==> src/rtl/serial_dc_rx_pkg.sv <==
package serial_dc_rx_pkg;
  localparam int BYTE_W = 8;
  typedef enum logic [2:0] {
    IF_SER4  = 3'b000,
    IF_SER3  = 3'b001,
    IF_TWI   = 3'b010,
    IF_PAR68 = 3'b100,
    IF_PAR80 = 3'b110
  } ifsel_e;
endpackage

==> src/rtl/sdr_sync.sv <==
module sdr_sync #(
  parameter int WIDTH  = 4,
  parameter int STAGES = 2
) (
  input  logic             clk,
  input  logic             rst_n,
  input  logic [WIDTH-1:0] async_in,
  input  logic [WIDTH-1:0] rst_val,
  output logic [WIDTH-1:0] sync_out
);
  for (genvar b = 0; b < WIDTH; b++) begin : g_bit
    logic [STAGES-1:0] chain;
    always_ff @(posedge clk or negedge rst_n) begin
      if (!rst_n) chain <= {STAGES{rst_val[b]}};
      else        chain <= {chain[STAGES-2:0], async_in[b]};
    end
    assign sync_out[b] = chain[STAGES-1];
  end
endmodule

==> src/rtl/sdr_shifter.sv <==
module sdr_shifter #(
  parameter int BYTE_W = 8,
  localparam int CNT_W = $clog2(BYTE_W)
) (
  input  logic              clk,
  input  logic              rst_n,
  input  logic              run,
  input  logic              sclk_s,
  input  logic              din_s,
  input  logic              dc_s,
  output logic [BYTE_W-1:0] byte_q,
  output logic              cmd_q,
  output logic              dat_q
);
  localparam logic [CNT_W-1:0] LAST = CNT_W'(BYTE_W - 1);

  logic              sclk_d;
  logic              rise;
  logic [CNT_W-1:0]  cnt;
  logic [BYTE_W-1:0] sh;
  logic [BYTE_W-1:0] next_sh;

  assign rise    = sclk_s & ~sclk_d;
  assign next_sh = {sh[BYTE_W-2:0], din_s};

  always_ff @(posedge clk or negedge rst_n) begin
    if (!rst_n) begin
      sclk_d <= 1'b0;
      cnt    <= '0;
      sh     <= '0;
      byte_q <= '0;
      cmd_q  <= 1'b0;
      dat_q  <= 1'b0;
    end else begin
      sclk_d <= sclk_s;
      cmd_q  <= 1'b0;
      dat_q  <= 1'b0;
      if (!run) begin
        cnt <= '0;
      end else if (rise) begin
        sh <= next_sh;
        if (cnt == LAST) begin
          cnt    <= '0;
          byte_q <= next_sh;
          dat_q  <= dc_s;
          cmd_q  <= ~dc_s;
        end else begin
          cnt <= cnt + 1'b1;
        end
      end
    end
  end

  AST_ONE_KIND: assert property (@(posedge clk) disable iff (!rst_n)
    !(cmd_q && dat_q));
  AST_CMD_PULSE: assert property (@(posedge clk) disable iff (!rst_n)
    cmd_q |=> !cmd_q);
  AST_DAT_PULSE: assert property (@(posedge clk) disable iff (!rst_n)
    dat_q |=> !dat_q);
  AST_STB_NEEDS_EDGE: assert property (@(posedge clk) disable iff (!rst_n)
    (cmd_q || dat_q) |-> $past(run && sclk_s && !sclk_d));
  AST_IDLE_CLEARS: assert property (@(posedge clk) disable iff (!rst_n)
    !run |=> (cnt == '0));
endmodule

==> src/rtl/serial_dc_rx.sv <==
module serial_dc_rx
  import serial_dc_rx_pkg::*;
#(
  parameter int SYNC_STAGES = 2
) (
  input  logic              clk,
  input  logic              rst_n,
  input  logic [2:0]        ifsel,
  input  logic              ser_clk,
  input  logic              ser_din,
  input  logic              sel_n,
  input  logic              dc_sel,
  output logic [BYTE_W-1:0] rx_byte,
  output logic              cmd_stb,
  output logic              dat_stb
);
  logic [3:0] raw, synced;
  logic       mode_ok;
  logic       run;

  assign raw     = {dc_sel, sel_n, ser_din, ser_clk};
  assign mode_ok = (ifsel == IF_SER4);
  assign run     = mode_ok & ~synced[2];

  sdr_sync #(.WIDTH(4), .STAGES(SYNC_STAGES)) u_sync (
    .clk      (clk),
    .rst_n    (rst_n),
    .async_in (raw),
    .rst_val  (4'b0100),
    .sync_out (synced)
  );

  sdr_shifter #(.BYTE_W(BYTE_W)) u_shift (
    .clk    (clk),
    .rst_n  (rst_n),
    .run    (run),
    .sclk_s (synced[0]),
    .din_s  (synced[1]),
    .dc_s   (synced[3]),
    .byte_q (rx_byte),
    .cmd_q  (cmd_stb),
    .dat_q  (dat_stb)
  );

  AST_MODE_GATE: assert property (@(posedge clk) disable iff (!rst_n)
    (cmd_stb || dat_stb) |-> $past(ifsel == IF_SER4));
endmodule

==> config.mk <==
export PLATFORM = sky130hd
export DESIGN_NAME = serial_dc_rx
export DESIGN_NICKNAME = d
export VERILOG_FILES = /design/src/rtl/serial_dc_rx_pkg.sv /design/src/rtl/sdr_sync.sv /design/src/rtl/sdr_shifter.sv /design/src/rtl/serial_dc_rx.sv
export SDC_FILE = /design/constraint.sdc
export NUM_CORES = 1
export LEC_CHECK = 0
export ABC_AREA = 0
export BUFFER_PORTS_ARGS = -buffer_cell sky130_fd_sc_hd__buf_2
export CAP_MARGIN = 20
export CORE_ASPECT_RATIO = 1.4
export CORE_MARGIN = 1.5
export CORE_UTILIZATION = 30
export DETAILED_ROUTE_END_ITERATION = 6
export GPL_TIMING_DRIVEN = 0
export PLACE_DENSITY = 0.44
export SLEW_MARGIN = 25
export SYNTH_ARGS = -nofsm -noshare
export SYNTH_HDL_FRONTEND = slang
export SYNTH_SLANG_ARGS = --single-unit
==> constraint.sdc <==
create_clock -name clk -period 1.6 [get_ports clk]
set_input_delay 0.16 -clock clk [delete_from_list [all_inputs] [get_ports clk]]
set_output_delay 0.16 -clock clk [all_outputs]
set_load 0.02 [all_outputs]
Word level (Yosys, flattened, before mapping) --
Index checks and enable logic that the tools add are counted.
Word-level totals: input bits 9, logic and storage cells 30, bits in registers 29, output and inout bits 10
Cells by class: reductions and logical operators 3, muxes and demuxes 9, add/sub/neg operators 1, eq/ne operators 2, bitwise operators 5
Operators with widths (number):
- two-way mux 3 bit | 3
- two-way mux 1 bit | 6
- adder 3 x 1 -> 3 bit (second input constant) | 1
- equality test 3 bit (second input constant) | 1
- logical NOT 3 bit | 1
- inverter 1 bit | 3
- AND reduction 3 bit | 1
- AND 1 bit | 2
- != test 2 bit (second input constant) | 1
- AND reduction 2 bit | 1

Longest topological paths before layout --
Gate-level depths: netlist of the first run.
depth in word-level cells 4, depth in mapped cells 4

Least setup slack after synthesis of the first run --
Ideal clock, no wire load.
path kind register to register, start point register u_sync.g_bit[2].chain[1], end point register u_shift.sh[0], stages on the path, launching flop included 5, arrival time 1.294 ns, clock period less this slack 1.419 ns, setup slack 0.181 ns, path through dfstp_2 > nor4_4 > and2_1 > buf_6 > mux2_2
Between the ends: cells in the longest elaborated chain, start to end 3
RTL lines:
- start, declared | line sdr_sync.sv:12 | logic [STAGES-1:0] chain;
- start signal, assigned | line sdr_sync.sv:14 | if (!rst_n) chain <= {STAGES{rst_val[b]}};
- start signal, assigned | line sdr_sync.sv:15 | else chain <= {chain[STAGES-2:0], async_in[b]};
- inverter 1 bit | line serial_dc_rx.sv:23 | assign run = mode_ok & ~synced[2];
- AND 1 bit | line serial_dc_rx.sv:23
- AND reduction 2 bit (no source line)
- end signal, assigned | line sdr_shifter.sv:41 | sh <= next_sh;
- end, declared | line sdr_shifter.sv:20 | logic [BYTE_W-1:0] sh;
Every way passes these cells. A chain may end at the register's enable or synchronous reset.

Final worst setup path of the first run --
start point register u_sync.g_bit[2].chain[1], end point register u_shift.sh[2]
Same word-level chain as after synthesis.

==> out/results.txt, run 1 <==
Post-DP Area -> 1170 µm²
Resize count post-CTS -> 0
Longest Clk Path Bufs -> 2
fin area -> 1310 µm²
first-pass GRT wire length -> 2.69 mm
largest net degree at the start of global routing -> 30
DP HPWL -> 1.03 mm
total power divided by cell area -> 1070 nW/µm²
Worst-path clk slew -> 60 ps
Horiz. Die Dim -> 52.5 µm
total core area -> 3320 µm²
gp weighted congestion -> 0.687
WL/cell -> 12.1 µm
full die area -> 3800 µm²
synthesized net count -> 71
synthesized instance count -> 60
top cells by area, synth -> dfrtp_1 (66%), mux2_2 (16%), dfstp_2 (5.1%)
#FFs+latches synth -> 29
crit path capture type -> flop
minimum clock period after layout -> 1510 ps
Worst slew margin -> 0.571
Root Buffer -> clkbuf_8
leakage power -> 0.000676 µW
post-DR vias/cell -> 4.35
Avg Cell Area, Syn -> 17.2 µm²
Tcrit/Tclk final -> 0.943
final setup vio count -> 0
IO Count -> 19
CP Launch Type -> flop
Worst Tran Pin Value -> 644 ps
fin. max-slew vios -> 0
die height -> 72.3 µm
H-tree levels -> 2
Detail Route Antenna Nets -> 0
CP cell instances -> nor4_4, and2_1, buf_6, mux2_2
most frequent cells in the layout -> dfrtp_1 (27), buf_2 (18), mux2_2 (15), clkbuf_8 (6), dlygate4sd3_1 (5)
synthesized area -> 1030 µm²
IR drop worst, VDD -> 0.699 mV
row count -> 25
antenna violations before repair -> 0
wirelength, routed -> 1.57 mm
WS Path Type -> reg2reg
Final #Nets -> 101
vias in the first global route -> 623
area grow syn2layout -> 26.9%
Ant. Diodes -> 0
status -> finished clean
total power -> 1400 µW
DRC viols -> 0
share of cells above drive strength 1 -> 0.489
register area share after synthesis -> 0.707
Hold Path Class -> in2reg
Tot GR Track Use -> 0.102
cell taking the most area after synthesis -> dfrtp_1
post-synth top area share -> 0.656
TritonCTS Buffers -> 5
later-pin clock latency in the skew report -> 270 ps
Final Hold Vio Count -> 0
CTS tree -> done
vias -> 565
slowest stage delay, CP -> 370 ps
post-CTS setup repair buffer count -> 0
multi-input logic area -> 287 µm²
hold buffer count at cts -> 5
Distinct cells, synth -> 13
crit path max-delay cell type -> dfstp_2
Buffers on Ports -> 18
DR iter-0 viols -> 9
fill count -> 335
starting density of the core -> 0.311
Clock Skew -> 1.34 ps
clk sink count -> 29
Yosys Warn Count -> 0
Register Area -> 728 µm²
RSZ-0062 raised after global routing -> no
Critical Path RT -> 1750 ps
Pre-Repair DR Iteration Count -> 3
top achievable clock speed -> 663 MHz
max cap viols -> 0
commonest non-fill, non-tap cell in the layout -> dfrtp_1
CP Data Arrival Time -> 1660 ps
Fin Setup TNS -> 0 ps
Critical Path Fanout Max -> 10
Overflow after GRT -> 0
[metal layers]
metal  track usage  vias to the layer above  wire length (µm)
met1         0.113                      281               697
met4        0.0513                        0                42
li1              -                      265                 -
met5             0                        -                 0
met2         0.156                       14               747
met3        0.0576                        5                86
[critical path: cells and delay by family, from the launching register on]
family        cells  cell delay, ps
simple gates      2             530
flops             1             370
mux               1             340
buf+inv           1             150
[per-stage QoR]
step,hold slack (ps),setup slack [ps],cells,util
2_1_floorplan,-136,181,60,-
3_3_place_gp,212,93.8,118,0.353
3_5_place_dp,227,81.0,118,0.353
4_1_cts,209,69.8,130,0.394
5_1_grt,246,19.9,130,0.394
6_report,217,91.0,130,0.394
[worst paths after layout]
check | to | slack [ps] | from | cells past startpoint
setup / recovery | u_shift.sh[2] | 90 | u_sync.g_bit[2].chain[1] | 4
hold / removal | u_shift.dat_q | 220 | ifsel[2] | 4
setup reg to reg | u_shift.sh[2] | 90 | u_sync.g_bit[2].chain[1] | 4
hold reg to reg | u_sync.g_bit[1].chain[1] | 350 | u_sync.g_bit[1].chain[0] | 0
max in group asynchronous | u_shift.byte_q[1] | 740 | rst_n | 2
min in group asynchronous | u_shift.cmd_q | 450 | rst_n | 2
[power breakdown]
group          internal, µW  switching (µW)
logic                  25.5            24.8
registers               757            11.3
clock network           340             237
total                  1120             273
[sequential cells by signal (all words and copies together), names as in the netlist]
name and cells:
u_shift.cnt 3, u_shift.sclk_d 1, u_sync.g_bit.chain 8, u_shift.cmd_q 1, u_shift.sh 7, u_shift.dat_q 1
u_shift.byte_q 8
[final cells by class]
cell class | count | area share
sequential | 29 | 0.557
multi-input combinational | 29 | 0.219
timing repair buffer | 23 | 0.107
clock buffer | 7 | 0.0661
tap | 40 | 0.0383
buffer | 1 | 0.00862
inverter | 1 | 0.00287
[kinds of logic after synthesis]
group,share of synthesized area
compound gates,0.0255
mux,0.164
buf+inv,0.0146
fa+ha+maj,0.0243
flops,0.707
simple gates,0.0644
[cell usage after synthesis]
master and number:
nand3_1 1, mux2_2 15, nor2_1 3, ha_1 2
dfrtp_1 27, nor4_4 1, inv_1 1, dfstp_2 2
buf_6 1, and2_1 1, nand3_2 1, a22o_1 3
nor2b_1 2
No activity file was read; power rests on OpenSTA's default activity.
==> run 2, diff against run 1 <==
- PLACE_DENSITY: 0.44 -> 0.53
==> out/results.txt, run 2 (synthesis results as in run 1) <==
gp weighted congestion -> 0.655 (-4.7%)
Final Hold Vio Count -> 0 (unchanged)
Top Registers -> u_shift.byte_q (8), u_sync.g_bit.chain (8), u_shift.sh (7)
Final #Nets -> 101 (unchanged)
Overflow after GRT -> 0 (unchanged)
Gate power share -> 0.035 (about the same)
post-DR vias/cell -> 4.25 (-2.2%)
Fin Setup TNS -> 0 ps (unchanged)
Buffers on Ports -> 18 (unchanged)
cell-internal power -> 1130 µW (+0.84%)
P_sw -> 282 µW (+3.3%)
total core area -> 3320 µm² (unchanged)
fill count -> 340 (+1.5%)
minimum clock period after layout -> 1510 ps (+0.0447 ps)
CTS tree -> done
vias -> 557 (-1.4%)
first-pass GRT wire length -> 2.74 mm (+1.8%)
Ant. Diodes -> 0 (unchanged)
Worst slew margin -> 0.585 (+0.0139)
Clock Skew -> 6.58 ps (+5.24 ps)
RSZ-0062 raised after global routing -> no
WL/cell -> 11.8 µm (-2.6%)
max cap viols -> 0 (unchanged)
WS Path Type -> reg2reg
row count -> 25 (unchanged)
worst hold slack -> 195 ps (-22.1 ps)
Root Buffer -> clkbuf_8
later-pin clock latency in the skew report -> 280 ps (about the same)
share of cells above drive strength 1 -> 0.484 (-0.00537)
status -> finished clean
final setup vio count -> 0 (unchanged)
die height -> 72.3 µm (unchanged)
wirelength, routed -> 1.54 mm (-1.8%)
Tcrit/Tclk final -> 0.943 (about the same)
IR drop worst, VDD -> 0.541 mV (-23%)
IO Count -> 19 (unchanged)
Critical Path Fanout Max -> 8 (-2)
Worst-path clk slew -> 60 ps (about the same)
leakage power -> 0.000677 µW (+0.17%)
crit path capture type -> flop
DRC viols -> 0 (unchanged)
Tot GR Track Use -> 0.106 (+0.00389)
TritonCTS Buffers -> 5 (unchanged)
commonest non-fill, non-tap cell in the layout -> dfrtp_1
Register Area -> 728 µm² (unchanged)
clk sink count -> 29 (unchanged)
Horiz. Die Dim -> 52.5 µm (unchanged)
switch share -> 0.200 (+0.00380)
Flop pwr share -> 0.543 (-0.008)
full die area -> 3800 µm² (unchanged)
antenna violations before repair -> 0 (unchanged)
DP HPWL -> 1.02 mm (-0.13%)
Critical Path RT -> 1760 ps (about the same)
DR iter-0 viols -> 14 (+5)
area grow syn2layout -> 27.2%
vias in the first global route -> 617 (-0.96%)
H-tree levels -> 2 (unchanged)
Pre-Repair DR Iteration Count -> 4 (+1)
CP Data Arrival Time -> 1670 ps (about the same)
top achievable clock speed -> 663 MHz (about the same)
largest net degree at the start of global routing -> 30 (unchanged)
multi-input logic area -> 287 µm² (unchanged)
Hold Path Class -> in2reg
total power divided by cell area -> 1080 nW/µm² (+1.0%)
post-CTS setup repair buffer count -> 0 (unchanged)
Detail Route Antenna Nets -> 0 (unchanged)
Longest Clk Path Bufs -> 2 (unchanged)
most frequent cells in the layout -> dfrtp_1 (27), buf_2 (18), mux2_2 (15), clkbuf_8 (6), dlygate4sd3_1 (5)
Worst Tran Pin Value -> 623 ps (-20.9 ps)
CP Launch Type -> flop
starting density of the core -> 0.311 (unchanged)
fin. max-slew vios -> 0 (unchanged)
Clk pwr share -> 0.422 (+0.009)
[run 2: layout make-up]
cell class | count | share of cell area
clock buffer | 8 | 0.0688
timing repair buffer | 23 | 0.107
multi-input combinational | 29 | 0.219
tap | 40 | 0.0382
sequential | 29 | 0.556
inverter | 1 | 0.00287
buffer | 1 | 0.00860
[run 2: final timing paths]
check,endpoint,start,depth (start not counted),slack [ps]
min in group asynchronous,u_sync.g_bit[0].chain[1],rst_n,2,430
max,u_shift.byte_q[3],u_shift.cnt[0],4,90
min,u_shift.cmd_q,ifsel[2],4,190
min reg2reg,u_sync.g_bit[0].chain[1],u_sync.g_bit[0].chain[0],0,340
max reg2reg,u_shift.byte_q[3],u_shift.cnt[0],4,90
max in group asynchronous,u_shift.sh[3],rst_n,2,750
[run 2: power groups by stage]
stage	Combinational [µW]	Sequential [µW]	Clock, µW
floorplan	15.4	778	0
global placement	41.4	780	0
detailed placement	42.7	781	0
CTS	52.2	768	628
global route	57.3	770	657
finish	49.8	768	597
[run 2: critical path: stages, from the launching register on]
cell and delay (ps):
dfrtp_1 400, ha_1 210, ha_1 220, nand3_2 200, mux2_2 360
[run 2: per-layer routing]
metal / up-vias / global-route usage / share of wire
met2: 8 / 0.165 / 0.55
li1: 267 / - / -
met5: - / 0 / 0
met1: 277 / 0.105 / 0.37
met3: 5 / 0.0432 / 0.041
met4: 0 / 0.0940 / 0.041
[run 2: timing repair]
action,in CTS,in global routing
hold buffers,5,0
hold endpoints to repair,31,0
gates resized for setup,0,0
[run 2: through the flow]
step                instances  setup WS (ps)  utilization  area, µm²  total power (µW)
global route              131           9.60        0.395       1310              1480
global placement          118            106        0.353       1170               822
detailed placement        118           87.2        0.353       1170               824
floorplan                  60            181            -       1030               793
finish                    131           91.0        0.395       1310              1410
CTS                       131           68.7        0.395       1310              1450
